### src/rtl/tws_pkg.sv
package tws_pkg;
   localparam int TWS_BYTE_W = 8;
   localparam int TWS_LINES  = 2;
   localparam int LINE_SCL   = 0;
   localparam int LINE_SDA   = 1;

   typedef enum logic [3:0] {
      ST_IDLE,
      ST_ADDR,
      ST_ACK_DEV,
      ST_SUB,
      ST_ACK_SUB,
      ST_WDATA,
      ST_ACK_WR,
      ST_TX,
      ST_HOLD
   } tws_state_e;
endpackage

### src/rtl/tws_sync.sv
module tws_sync
   import tws_pkg::*;
#(
   parameter int STAGES = 2
) (
   input  logic                 clk,
   input  logic                 rst_n,
   input  logic [TWS_LINES-1:0] raw,
   output logic [TWS_LINES-1:0] lvl,
   output logic [TWS_LINES-1:0] prev
);
   if (STAGES < 2) begin : g_bad_stages
      $error("tws_sync: STAGES must be at least 2");
   end

   for (genvar g = 0; g < TWS_LINES; g++) begin : g_line
      logic [STAGES-1:0] chain;
      always_ff @(posedge clk or negedge rst_n) begin
         if (!rst_n) begin
            chain   <= '1;
            prev[g] <= 1'b1;
         end else begin
            chain   <= {chain[STAGES-2:0], raw[g]};
            prev[g] <= chain[STAGES-1];
         end
      end
      assign lvl[g] = chain[STAGES-1];
   end
endmodule

### src/rtl/tws_cond.sv
module tws_cond
   import tws_pkg::*;
(
   input  logic [TWS_LINES-1:0] lvl,
   input  logic [TWS_LINES-1:0] prev,
   output logic                 scl_hi,
   output logic                 sda_hi,
   output logic                 scl_rise,
   output logic                 scl_fall,
   output logic                 bus_start,
   output logic                 bus_stop
);
   logic scl_steady_hi;

   always_comb begin
      scl_hi        = lvl[LINE_SCL];
      sda_hi        = lvl[LINE_SDA];
      scl_rise      = lvl[LINE_SCL] & ~prev[LINE_SCL];
      scl_fall      = ~lvl[LINE_SCL] & prev[LINE_SCL];
      scl_steady_hi = lvl[LINE_SCL] & prev[LINE_SCL];
      bus_start     = scl_steady_hi & prev[LINE_SDA] & ~lvl[LINE_SDA];
      bus_stop      = scl_steady_hi & ~prev[LINE_SDA] & lvl[LINE_SDA];
   end
endmodule

### src/rtl/tws_fsm.sv
module tws_fsm
   import tws_pkg::*;
#(
   parameter int          ADDR_W   = 8,
   parameter int          DATA_W   = 8,
   parameter logic [6:0]  DEV_ADDR = 7'b0110011
) (
   input  logic              clk,
   input  logic              rst_n,
   input  logic              scl_hi,
   input  logic              sda_hi,
   input  logic              scl_rise,
   input  logic              scl_fall,
   input  logic              bus_start,
   input  logic              bus_stop,
   output logic              sda_oe,
   output logic [ADDR_W-1:0] reg_addr,
   output logic [DATA_W-1:0] reg_wdata,
   output logic              reg_we,
   input  logic [DATA_W-1:0] reg_rdata
);
   localparam int CNT_W = $clog2(TWS_BYTE_W + 1);
   localparam logic [CNT_W-1:0] LAST_BIT = CNT_W'(TWS_BYTE_W);

   if (DATA_W != TWS_BYTE_W) begin : g_bad_dw
      $error("tws_fsm: DATA_W must equal the bus byte width");
   end
   if (ADDR_W < 1 || ADDR_W > TWS_BYTE_W) begin : g_bad_aw
      $error("tws_fsm: ADDR_W must be 1..8");
   end

   tws_state_e                st;
   logic [CNT_W-1:0]          bitcnt;
   logic [TWS_BYTE_W-1:0]     shreg;
   logic [TWS_BYTE_W-1:0]     txsh;
   logic [TWS_BYTE_W-1:0]     sub;
   logic                      rw;
   logic                      byte_done;

   assign byte_done = scl_fall && (bitcnt == LAST_BIT);

   always_ff @(posedge clk or negedge rst_n) begin
      if (!rst_n) begin
         st        <= ST_IDLE;
         bitcnt    <= '0;
         shreg     <= '0;
         txsh      <= '0;
         sub       <= '0;
         rw        <= 1'b0;
         sda_oe    <= 1'b0;
         reg_we    <= 1'b0;
         reg_wdata <= '0;
      end else begin
         reg_we <= 1'b0;
         if (bus_stop) begin
            st     <= ST_IDLE;
            sda_oe <= 1'b0;
         end else if (bus_start) begin
            st     <= ST_ADDR;
            sda_oe <= 1'b0;
            bitcnt <= '0;
         end else begin
            case (st)
               ST_ADDR, ST_SUB, ST_WDATA: begin
                  if (scl_rise && bitcnt != LAST_BIT) begin
                     shreg  <= {shreg[TWS_BYTE_W-2:0], sda_hi};
                     bitcnt <= bitcnt + 1'b1;
                  end else if (byte_done) begin
                     bitcnt <= '0;
                     if (st == ST_ADDR) begin
                        if (shreg[TWS_BYTE_W-1:1] == DEV_ADDR) begin
                           sda_oe <= 1'b1;
                           rw     <= shreg[0];
                           st     <= ST_ACK_DEV;
                        end else begin
                           st <= ST_HOLD;
                        end
                     end else if (st == ST_SUB) begin
                        sub    <= shreg;
                        sda_oe <= 1'b1;
                        st     <= ST_ACK_SUB;
                     end else begin
                        reg_wdata <= shreg;
                        reg_we    <= 1'b1;
                        sda_oe    <= 1'b1;
                        st        <= ST_ACK_WR;
                     end
                  end
               end
               ST_ACK_DEV: begin
                  if (scl_fall) begin
                     if (rw) begin
                        sda_oe <= ~reg_rdata[TWS_BYTE_W-1];
                        txsh   <= {reg_rdata[TWS_BYTE_W-2:0], 1'b0};
                        st     <= ST_TX;
                     end else begin
                        sda_oe <= 1'b0;
                        st     <= ST_SUB;
                     end
                  end
               end
               ST_ACK_SUB: begin
                  if (scl_fall) begin
                     sda_oe <= 1'b0;
                     st     <= ST_WDATA;
                  end
               end
               ST_ACK_WR: begin
                  if (scl_fall) begin
                     sda_oe <= 1'b0;
                     st     <= ST_HOLD;
                  end
               end
               ST_TX: begin
                  if (scl_rise) begin
                     bitcnt <= bitcnt + 1'b1;
                  end else if (byte_done) begin
                     sda_oe <= 1'b0;
                     bitcnt <= '0;
                     st     <= ST_HOLD;
                  end else if (scl_fall) begin
                     sda_oe <= ~txsh[TWS_BYTE_W-1];
                     txsh   <= {txsh[TWS_BYTE_W-2:0], 1'b0};
                  end
               end
               default: ;
            endcase
         end
      end
   end

   assign reg_addr = sub[ADDR_W-1:0];

   AST_OE_SCL_LOW: assert property (@(posedge clk) disable iff (!rst_n)
      !$stable(sda_oe) |-> !scl_hi) else $error("oe moved while SCL high");

   AST_IDLE_RELEASED: assert property (@(posedge clk) disable iff (!rst_n)
      (st == ST_IDLE) |-> !sda_oe) else $error("driving while idle");

   AST_NO_ACK_MISMATCH: assert property (@(posedge clk) disable iff (!rst_n)
      (st == ST_ADDR && byte_done && !bus_start && !bus_stop &&
       shreg[TWS_BYTE_W-1:1] != DEV_ADDR) |=> !sda_oe) else $error("ack on mismatch");

   AST_WE_SINGLE: assert property (@(posedge clk) disable iff (!rst_n)
      reg_we |=> !reg_we) else $error("write strobe longer than one cycle");

   AST_STOP_IDLE: assert property (@(posedge clk) disable iff (!rst_n)
      bus_stop |=> (st == ST_IDLE && !sda_oe && !reg_we)) else $error("stop not honoured");

   AST_HOLD_RELEASED: assert property (@(posedge clk) disable iff (!rst_n)
      (st == ST_HOLD) |-> !sda_oe) else $error("driving in hold");
endmodule

### src/rtl/tws_reg_slave.sv
module tws_reg_slave
   import tws_pkg::*;
#(
   parameter logic [6:0] DEV_ADDR    = 7'b0110011,
   parameter int         ADDR_W      = 8,
   parameter int         DATA_W      = 8,
   parameter int         SYNC_STAGES = 2
) (
   input  logic              clk,
   input  logic              rst_n,
   input  logic              scl_i,
   input  logic              sda_i,
   output logic              sda_oe,
   output logic [ADDR_W-1:0] reg_addr,
   output logic [DATA_W-1:0] reg_wdata,
   output logic              reg_we,
   input  logic [DATA_W-1:0] reg_rdata
);
   logic [TWS_LINES-1:0] raw_lines;
   logic [TWS_LINES-1:0] lvl_lines;
   logic [TWS_LINES-1:0] prev_lines;
   logic scl_hi, sda_hi, scl_rise, scl_fall, bus_start, bus_stop;

   always_comb begin
      raw_lines           = '1;
      raw_lines[LINE_SCL] = scl_i;
      raw_lines[LINE_SDA] = sda_i;
   end

   tws_sync #(.STAGES(SYNC_STAGES)) u_sync (
      .clk  (clk),
      .rst_n(rst_n),
      .raw  (raw_lines),
      .lvl  (lvl_lines),
      .prev (prev_lines)
   );

   tws_cond u_cond (
      .lvl      (lvl_lines),
      .prev     (prev_lines),
      .scl_hi   (scl_hi),
      .sda_hi   (sda_hi),
      .scl_rise (scl_rise),
      .scl_fall (scl_fall),
      .bus_start(bus_start),
      .bus_stop (bus_stop)
   );

   tws_fsm #(
      .ADDR_W  (ADDR_W),
      .DATA_W  (DATA_W),
      .DEV_ADDR(DEV_ADDR)
   ) u_fsm (
      .clk      (clk),
      .rst_n    (rst_n),
      .scl_hi   (scl_hi),
      .sda_hi   (sda_hi),
      .scl_rise (scl_rise),
      .scl_fall (scl_fall),
      .bus_start(bus_start),
      .bus_stop (bus_stop),
      .sda_oe   (sda_oe),
      .reg_addr (reg_addr),
      .reg_wdata(reg_wdata),
      .reg_we   (reg_we),
      .reg_rdata(reg_rdata)
   );
endmodule

### config.mk
export PLATFORM = sky130hd
export DESIGN_NAME = tws_reg_slave
export DESIGN_NICKNAME = d
export VERILOG_FILES = /design/src/rtl/tws_pkg.sv /design/src/rtl/tws_sync.sv /design/src/rtl/tws_cond.sv /design/src/rtl/tws_fsm.sv /design/src/rtl/tws_reg_slave.sv
export SDC_FILE = /design/constraint.sdc
export NUM_CORES = 1
export LEC_CHECK = 0
export BUFFER_PORTS_ARGS = -buffer_cell sky130_fd_sc_hd__buf_2
export CORE_UTILIZATION = 55
export DETAILED_ROUTE_END_ITERATION = 6
export HOLD_SLACK_MARGIN = 0.05
export PLACE_DENSITY = 0.83
export SLEW_MARGIN = 30
export SYNTH_ARGS = -nofsm -noshare
export SYNTH_HDL_FRONTEND = slang
export SYNTH_SLANG_ARGS = --single-unit
### constraint.sdc
create_clock -name clk -period 2.05 [get_ports clk]
set_input_delay 0.41 -clock clk [delete_from_list [all_inputs] [get_ports clk]]
set_output_delay 0.41 -clock clk [all_outputs]
set_load 0.01 [all_outputs]
# == After elaboration in Yosys (flattened, before gate mapping) ==
# Index checks and enable logic that the tools add are counted.
# word_totals
inputBits,12
ff_bits,49
# op_classes
reduce_logical,16
n_eq_ne,25
n_addsub,1
bitwise_logic,18
muxes,45
# ops
cell,count
2-to-1 mux 4 bit,15
2-to-1 mux 8 bit,5
AND reduction 8 bit,3
AND reduction 7 bit,3
inequality test 4 x 3 -> 1 bit (second input constant),5
one-hot mux 4 bit (5 select lines),1
2-to-1 mux 1 bit,19
equality test 4 x 3 -> 1 bit (second input constant),4
one-hot mux 8 bit (2 select lines),1
inequality test 4 bit (second input constant),3
NOT 1 bit,11
equality test 4 x 2 -> 1 bit (second input constant),2
one-hot mux 4 bit (2 select lines),1
AND 1 bit,7
equality test 7 x 6 -> 1 bit (second input constant),1
nonzero test 7 bit,1
inequality test 2 x 1 -> 1 bit (second input constant),3
nonzero test 6 bit,1
inequality test 5 x 3 -> 1 bit (second input constant),1
inequality test 5 bit (second input constant),1
adder 4 x 1 -> 4 bit (second input constant),1
equality test 4 x 1 -> 1 bit (second input constant),1
equality test 4 bit (second input constant),1
inequality test 2 bit (second input constant),2
11 further kinds,12

# == Depth between registers and ports, before layout ==
# Gate-level depths: netlist of the first run.
# depth
ltp_word,8
depth_mapped,8
mapped_depth_nobuf,6

# == Cells and area by module ==
# From an unflattened synthesis of the first run, not the netlist that was laid out.
# hier_totals
hier_cells,189
hier_area_um2,2328.5
# modules_own_cells
mod,area_per_inst_um2,seq_area_each_um2,n_inst,cells_each
tws_fsm,2108.3,1051.0,1,175
tws_sync,172.7,157.7,1,8
tws_cond,47.5,0.0,1,6

# == Worst setup path before layout of the first run ==
# Ideal clock, no wire load.
# synth_timing
kind,register to register
start,register u_fsm.bitcnt[0]
end,register u_fsm.txsh[2]
n_path_buf,2
stages_incl_launch_ff,9
required_time_ps,1925
path_slack_ps,223
synth_period_minus_slack_ps,1827
setup_time_ps,125
arrival_ps,1701
path_cell_list,dfrtp_1 -> inv_1 -> ha_1 -> and3b_1 -> buf_4 -> a21oi_1 -> o21a_1 -> buf_6 -> mux2_4
# synth_between
elab_chain_cells,4
# synth_lines
element,line,rtl
"start, declared",tws_fsm.sv:33,logic [CNT_W-1:0] bitcnt;
"start signal, assigned",tws_fsm.sv:67,bitcnt <= bitcnt + 1'b1;
"start signal, assigned",tws_fsm.sv:116,bitcnt <= bitcnt + 1'b1;
equality test 4 bit,tws_fsm.sv:40,assign byte_done = scl_fall && (bitcnt == LAST_BIT);
logical AND 1 bit,tws_fsm.sv:40,
inequality test 2 bit (no source line),-,
AND reduction 8 bit (no source line),-,
"end signal, assigned",tws_fsm.sv:94,"txsh <= {reg_rdata[TWS_BYTE_W-2:0], 1'b0};"
"end signal, assigned",tws_fsm.sv:123,"txsh <= {txsh[TWS_BYTE_W-2:0], 1'b0};"
"end, declared",tws_fsm.sv:35,logic [TWS_BYTE_W-1:0] txsh;
# Every way passes these cells.
# A chain may end at the register's enable or synchronous reset.

# == Worst setup path after layout of the first run ==
# layout_timing
start,register u_fsm.bitcnt[0]
end,register u_fsm.st[2]
# layout_between
elab_chain_cells,4
# layout_lines
element,line,rtl
equality test 4 bit / inequality test 4 bit (equally long branches),"tws_fsm.sv:40, tws_fsm.sv:65",
"logical AND 1 bit, on equally long branches","tws_fsm.sv:40, tws_fsm.sv:65",
inequality test 4 x 3 -> 1 bit (no source line) / inequality test 4 bit (equally long branches),-,
AND reduction 8 bit (no source line) (*),-,
"end signal, assigned",tws_fsm.sv:44,st <= ST_IDLE;
"end signal, assigned",tws_fsm.sv:56,st <= ST_IDLE;
"end signal, assigned",tws_fsm.sv:59,st <= ST_ADDR;
"end, declared",tws_fsm.sv:32,tws_state_e st;
# Mark *: on every way between the ends. The rest lies on a longest branch, timed or not.

==> results.txt, run 1 <==
Hold WC Path Type -> in2async
Yosys warnings -> 0
Mapped Avg Cell Area -> 12.11 µm²
worst slew pin tran -> 738.2 ps
number of buffers created by CTS -> 5
Power Dens Cells -> 1139 mW/mm²
Initial Util -> 59.17%
fillers -> 301
Clock transition at path regs -> 100 ps
top-area cell type share of the netlist area -> 43.17%
share of the yosys chip area belonging to registers -> 49.64%
cell count after synthesis -> 201
crit path time final -> 1984 ps
synth-to-layout area growth -> 15.21%
share of cells above drive strength 1 -> 30.13%
Final Util -> 68.17%
Synth cell types -> 55
count of maximum capacitance violations -> 0
setup violators final -> 0
synth top area cells -> dfrtp_1, mux2_1, dfstp_2
count leader, synth -> dfrtp_1
post-synth top area cell -> dfrtp_1
largest net degree at the start of global routing -> 35
Comb power frac -> 30.2%
Mapped Area -> 0.002435 mm²
Global Route Usage Sum -> 22.88%
routed via count -> 1697
die footprint -> 0.004697 mm²
CP startpoint kind -> flop
Clock Tree Root -> clkbuf_8
CTS tree -> yes
max frequency -> 504.1 MHz
CP max FO -> 6
Max rail drop VDD -> 0.6492 mV
post-CTS setup buffer count -> 0
routed len/inst -> 16.11 µm
DRT iter0 DRCs -> 59
synthesized flop and latch total -> 48
Final Cycle Share -> 96.77%
CTS Buffer Depth -> 2
Detailed Place HPWL -> 3266 µm
worst skew pair latency -> 310 ps
net count after synthesis -> 215
Switch Pwr -> 1.090 mW
first drt pass iteration count -> 4
Max transition margin -> 50.78%
first-pass GRT wire length -> 7714 µm
Die Wd -> 68.54 µm
Antenna Nets Post-Route -> 0
Worst Setup End Kind -> flop
Clock Sinks -> 48
Pint -> 2.104 mW
Placer Congestion -> 0.9141
Flop pwr share -> 44.0%
worst reg-to-reg setup slack -> 70 ps
Clock power frac -> 25.7%
H-tree depth -> 2
total power -> 3.194 mW
Leak -> 1.397 nW
WP data arrival -> 2170 ps
# diodes -> 0
IO Port Bufs -> 29
final WL -> 4656 µm
Post-Route Skew -> 11.15 ps
GR Overflow Total -> 0
mean number of vias per cell -> 5.872
critical path required time -> 2240 ps
Fin. Hold Viols -> 0
initial antenna violation count -> 0
cell row count -> 23
outcome -> finished, final reports clean
vias in the first global route -> 1650
setup ws final -> 66.24 ps
Setup WS pre-CTS -> 84.17 ps
Post-synth EDFFs -> 0
remaining routing DRC violations -> 0
Nets -> 252
FFs w/ async S/R, synth -> 100.0%
die height -> 68.54 µm
most common library cells after synthesis -> dfrtp_1, mux2_1, nand2_1, inv_1, nor2_1
Post-CTS Hold Buffers -> 0
max-slew violation count -> 0
WS Path Type -> reg2reg
predominant post-synthesis flop cell -> dfrtp_1
Ports -> 30
Net Sw Frac -> 34.13%
core region area -> 0.004115 mm²
## metrics by stage
step | cells | instance area, µm² | setup TNS, ps | hold slack [ps]
6_report | 289 | 2805 | 0 | 159.1
5_1_grt | 289 | 2805 | -7.677 | 182.4
4_1_cts | 289 | 2800 | 0 | 187.6
3_5_place_dp | 281 | 2663 | 0 | 347.2
3_3_place_gp | 281 | 2663 | 0 | 346.3
2_1_floorplan | 201 | 2435 | 0 | 114.4
## flip-flops by register name (all words and copies together), names as in the netlist, 2 cells and up
| register | flops |
|---|---|
| u_sync.g_line.chain | 4 |
| u_fsm.txsh | 7 |
| u_fsm.shreg | 8 |
| u_fsm.reg_wdata | 8 |
| u_fsm.reg_addr | 8 |
| u_sync.prev | 2 |
| u_fsm.bitcnt | 4 |
| u_fsm.st | 4 |
## power groups by stage
stage | clock, mW | sequential [mW] | combinational, mW
floorplan | 0 | 1.29 | 0.810
global placement | 0 | 1.41 | 0.931
detailed placement | 0 | 1.42 | 0.949
CTS | 0.834 | 1.40 | 0.959
global route | 0.868 | 1.44 | 1.07
finish | 0.822 | 1.41 | 0.966
## per-layer routing
metal	up-vias	routed length [µm]	global-route usage [%]
met5	-	0	0
met4	0	73	8.594
met3	8	203	5.263
met2	49	2256	38.11
met1	839	2122	28.91
li1	801	-	-
## final cells by class
type	count	area (µm²)	area share [%]
flip-flops and latches	48	1209	43.09
well taps	50	62.56	2.230
multi-input cells	136	1134	40.41
clock buffers	5	68.82	2.453
clock inverters	3	68.82	2.453
inverters	8	30.03	1.070
repair buffers	39	232.7	8.296
## critical path: stages, from the launching register on
cell and delay (ps):
dfrtp_1 400, inv_1 90, ha_1 230, and3b_2 280, o2111ai_1 260, and2_1 260, mux2_1 350
## timing repair
action	4_1_cts	5_1_grt
hold endpoints to repair	0	0
endpoints found under the setup margin	0	9
resized for setup	0	2
## cell usage in the layout, fill, tap and decap left out, drive strengths merged, types with 3 or more instances in the layout
master | synthesis | final
dfrtp | 42 | 42
buf | 8 | 39
mux2 | 33 | 33
nand2 | 19 | 19
inv | 8 | 9
nor2 | 9 | 9
dfstp | 6 | 6
a21oi | 6 | 6
nand4 | 6 | 6
o211ai | 5 | 5
clkbuf | 1 | 5
nand3 | 5 | 5
o21ai | 5 | 5
mux2i | 4 | 4
nand2b | 3 | 3
## cells by family (layout without fill, tap and decap cells)
group / count (synthesis) / count (layout) / share of synthesized area [%]
XOR/XNOR: 2 / 2 / 0.7196
flip-flops: 48 / 48 / 49.64
multiplexers: 37 / 37 / 17.68
buffers and inverters: 17 / 55 / 4.008
adder cells (fa/ha/maj): 2 / 2 / 1.028
AO/OA/AOI/OAI: 33 / 33 / 9.867
AND/OR/NAND/NOR: 62 / 62 / 17.06
## path summary, 6_finish.rpt
check                                          startpoint                        end  cells past startpoint
min in group clk                                    sda_i  u_sync.g_line[1].chain[0]                      1
worst max register to register            u_fsm.bitcnt[0]                u_fsm.st[2]                      6
worst min register to register  u_sync.g_line[1].chain[0]  u_sync.g_line[1].chain[1]                      0
max in group asynchronous                           rst_n             u_fsm.shreg[7]                      2
worst max-delay path                      u_fsm.bitcnt[0]                u_fsm.st[2]                      6
worst min-delay path                                rst_n          u_fsm.reg_addr[6]                      1
Power figures use the tool's default switching activity.
==> inputs of run 2 (changes only) <==
- CORE_UTILIZATION: 55 -> 28
- PLACE_DENSITY: 0.83 -> 0.51
==> results.txt, run 2 (same netlist as run 1, synthesis figures left out) <==
Die Wd -> 95.25 µm (+39%)
die footprint -> 0.009073 mm² (+93%)
CTS tree -> yes
setup violators final -> 0 (unchanged)
critical path buffer and inverter count -> 2 (+1)
unrepaired setup endpoints after global routing -> false
share of cells above drive strength 1 -> 30.13% (unchanged)
fillers -> 832 (+180%)
WP data arrival -> 2150 ps (-20 ps)
final WL -> 4889 µm (+5.0%)
first-pass GRT wire length -> 8183 µm (+6.1%)
Initial Util -> 29.34% (-30 points)
routed via count -> 1668 (-1.7%)
Fin Hold WS -> 169.2 ps (+10.14 ps)
core region area -> 0.008299 mm² (+100%)
IO Port Bufs -> 29 (unchanged)
Global Route Usage Sum -> 11.85% (-11 points)
critical path required time -> 2250 ps (about the same)
remaining routing DRC violations -> 0 (unchanged)
Worst Setup End Kind -> flop
DRT iter0 DRCs -> 98 (+66%)
Fin. Hold Viols -> 0 (unchanged)
Nets -> 252 (unchanged)
total power -> 3.084 mW (-3.5%)
setup TNS -> 0 ps (unchanged)
initial antenna violation count -> 0 (unchanged)
max frequency -> 512.2 MHz (+1.6%)
first drt pass iteration count -> 4 (unchanged)
Max transition margin -> 59.72% (+8.9 points)
Leak -> 1.388 nW (-0.64%)
Hold WC Path Type -> in2async
crit path time final -> 1952 ps (-31.45 ps)
number of buffers created by CTS -> 5 (unchanged)
FF-to-FF Start -> u_fsm.bitcnt[1]
Ports -> 30 (unchanged)
Max rail drop VDD -> 0.3314 mV (-49%)
Worst Setup SP -> u_fsm.bitcnt[1]
Detailed Place HPWL -> 3363 µm (+3.0%)
mean number of vias per cell -> 4.849 (-17%)
synth-to-layout area growth -> 17.27%
CP startpoint kind -> flop
FF-to-FF path depth -> 7 (+1)
CP max FO -> 7 (+1)
Levels on crit path -> 7 (+1)
Clock transition at path regs -> 100 ps (about the same)
Clock Sinks -> 48 (unchanged)
Post-CTS Hold Buffers -> 0 (unchanged)
CTS Buffer Depth -> 2 (unchanged)
vias in the first global route -> 1646 (-0.24%)
worst skew pair latency -> 310 ps (about the same)
H-tree depth -> 2 (unchanged)
cell row count -> 33 (+43%)
# diodes -> 0 (unchanged)
Crit path max-delay family -> compound AO/OA/AOI/OAI gates
Power Dens Cells -> 1080 mW/mm² (-5.2%)
largest net degree at the start of global routing -> 49 (+40%)
die height -> 95.25 µm (+39%)
Antenna Nets Post-Route -> 0 (unchanged)
Clock Tree Root -> clkbuf_8
commonest cells after routing, fill and taps aside -> dfrtp_1, buf_2, mux2_1, nand2_1, buf_4
Post-Route Skew -> 7.371 ps (-3.782 ps)
max-slew violation count -> 0 (unchanged)
count of maximum capacitance violations -> 0 (unchanged)
GR Overflow Total -> 0 (unchanged)
commonest non-fill, non-tap cell in the layout -> dfrtp_1
WS Path Type -> reg2reg
Final Cycle Share -> 95.23% (-1.5 points)
Critical-path top delay cell -> dfrtp_1
crit-path max cell delay -> 400 ps (about the same)
CP cell instances -> inv_1, ha_1, and3b_2, a21oi_1, o21a_1, buf_12, mux2_4
Placer Congestion -> 0.8080 (-12%)
routed len/inst -> 14.21 µm (-12%)
worst slew pin tran -> 604.2 ps (-134.1 ps)
outcome -> finished, final reports clean
-- run 2: stage by stage --
stage | instances | instance area [µm²] | util (%) | setup WS [ps]
after floorplan | 201 | 2435 | - | 223.5
after global placement | 336 | 2731 | 32.91 | 93.05
after detailed placement | 336 | 2731 | 32.91 | 102.3
after CTS | 344 | 2853 | 34.37 | 73.59
after global routing | 344 | 2855 | 34.40 | 15.66
final | 344 | 2855 | 34.40 | 97.68
-- run 2: where the power goes --
part	internal (mW)	switching, mW	leakage [nW]	total [mW]
registers	1.13	0.282	0.618	1.42
logic	0.465	0.459	0.709	0.924
clock network	0.399	0.344	0.0614	0.743
-- run 2: repair_timing --
item / CTS / global route
endpoints found under the setup margin: 0 / 14
setup buffers: 0 / 0
gates resized for setup: 0 / 2
-- run 2: layout make-up --
class	count	area (µm²)	share of cell area, %
Clock buffer	6	82.58	2.892
Tap cell	105	131.4	4.601
Inverter	8	30.03	1.052
Sequential cell	48	1210	42.38
Clock inverter	2	38.79	1.358
Timing Repair Buffer	39	232.7	8.151
Multi-Input combinational cell	136	1130	39.57
-- run 2: worst paths after layout --
path,slack (ps),to
worst min-delay path,170,u_fsm.txsh[3]
max in group asynchronous,1450,u_fsm.st[2]
worst min register to register,360,u_sync.g_line[0].chain[1]
worst max-delay path,100,u_fsm.txsh[2]
worst max register to register,100,u_fsm.txsh[2]
min in group clk,190,u_sync.g_line[1].chain[0]
-- run 2: routing by layer --
| layer | up-vias | global-route usage (%) | routed length, µm |
|---|---|---|---|
| met4 | 0 | 4.167 | 70 |
| met3 | 8 | 2.951 | 221 |
| met1 | 814 | 16.72 | 2500 |
| met2 | 40 | 17.50 | 2096 |
| met5 | - | 0 | 0 |
| li1 | 806 | - | - |
-- run 2: worst reg2reg max path, cell delays in order, from the launching register on --
cell and delay [ps]:
dfrtp_1 400, inv_1 80, ha_1 210, and3b_2 290, a21oi_1 240, o21a_1 210, buf_12 140, mux2_4 290
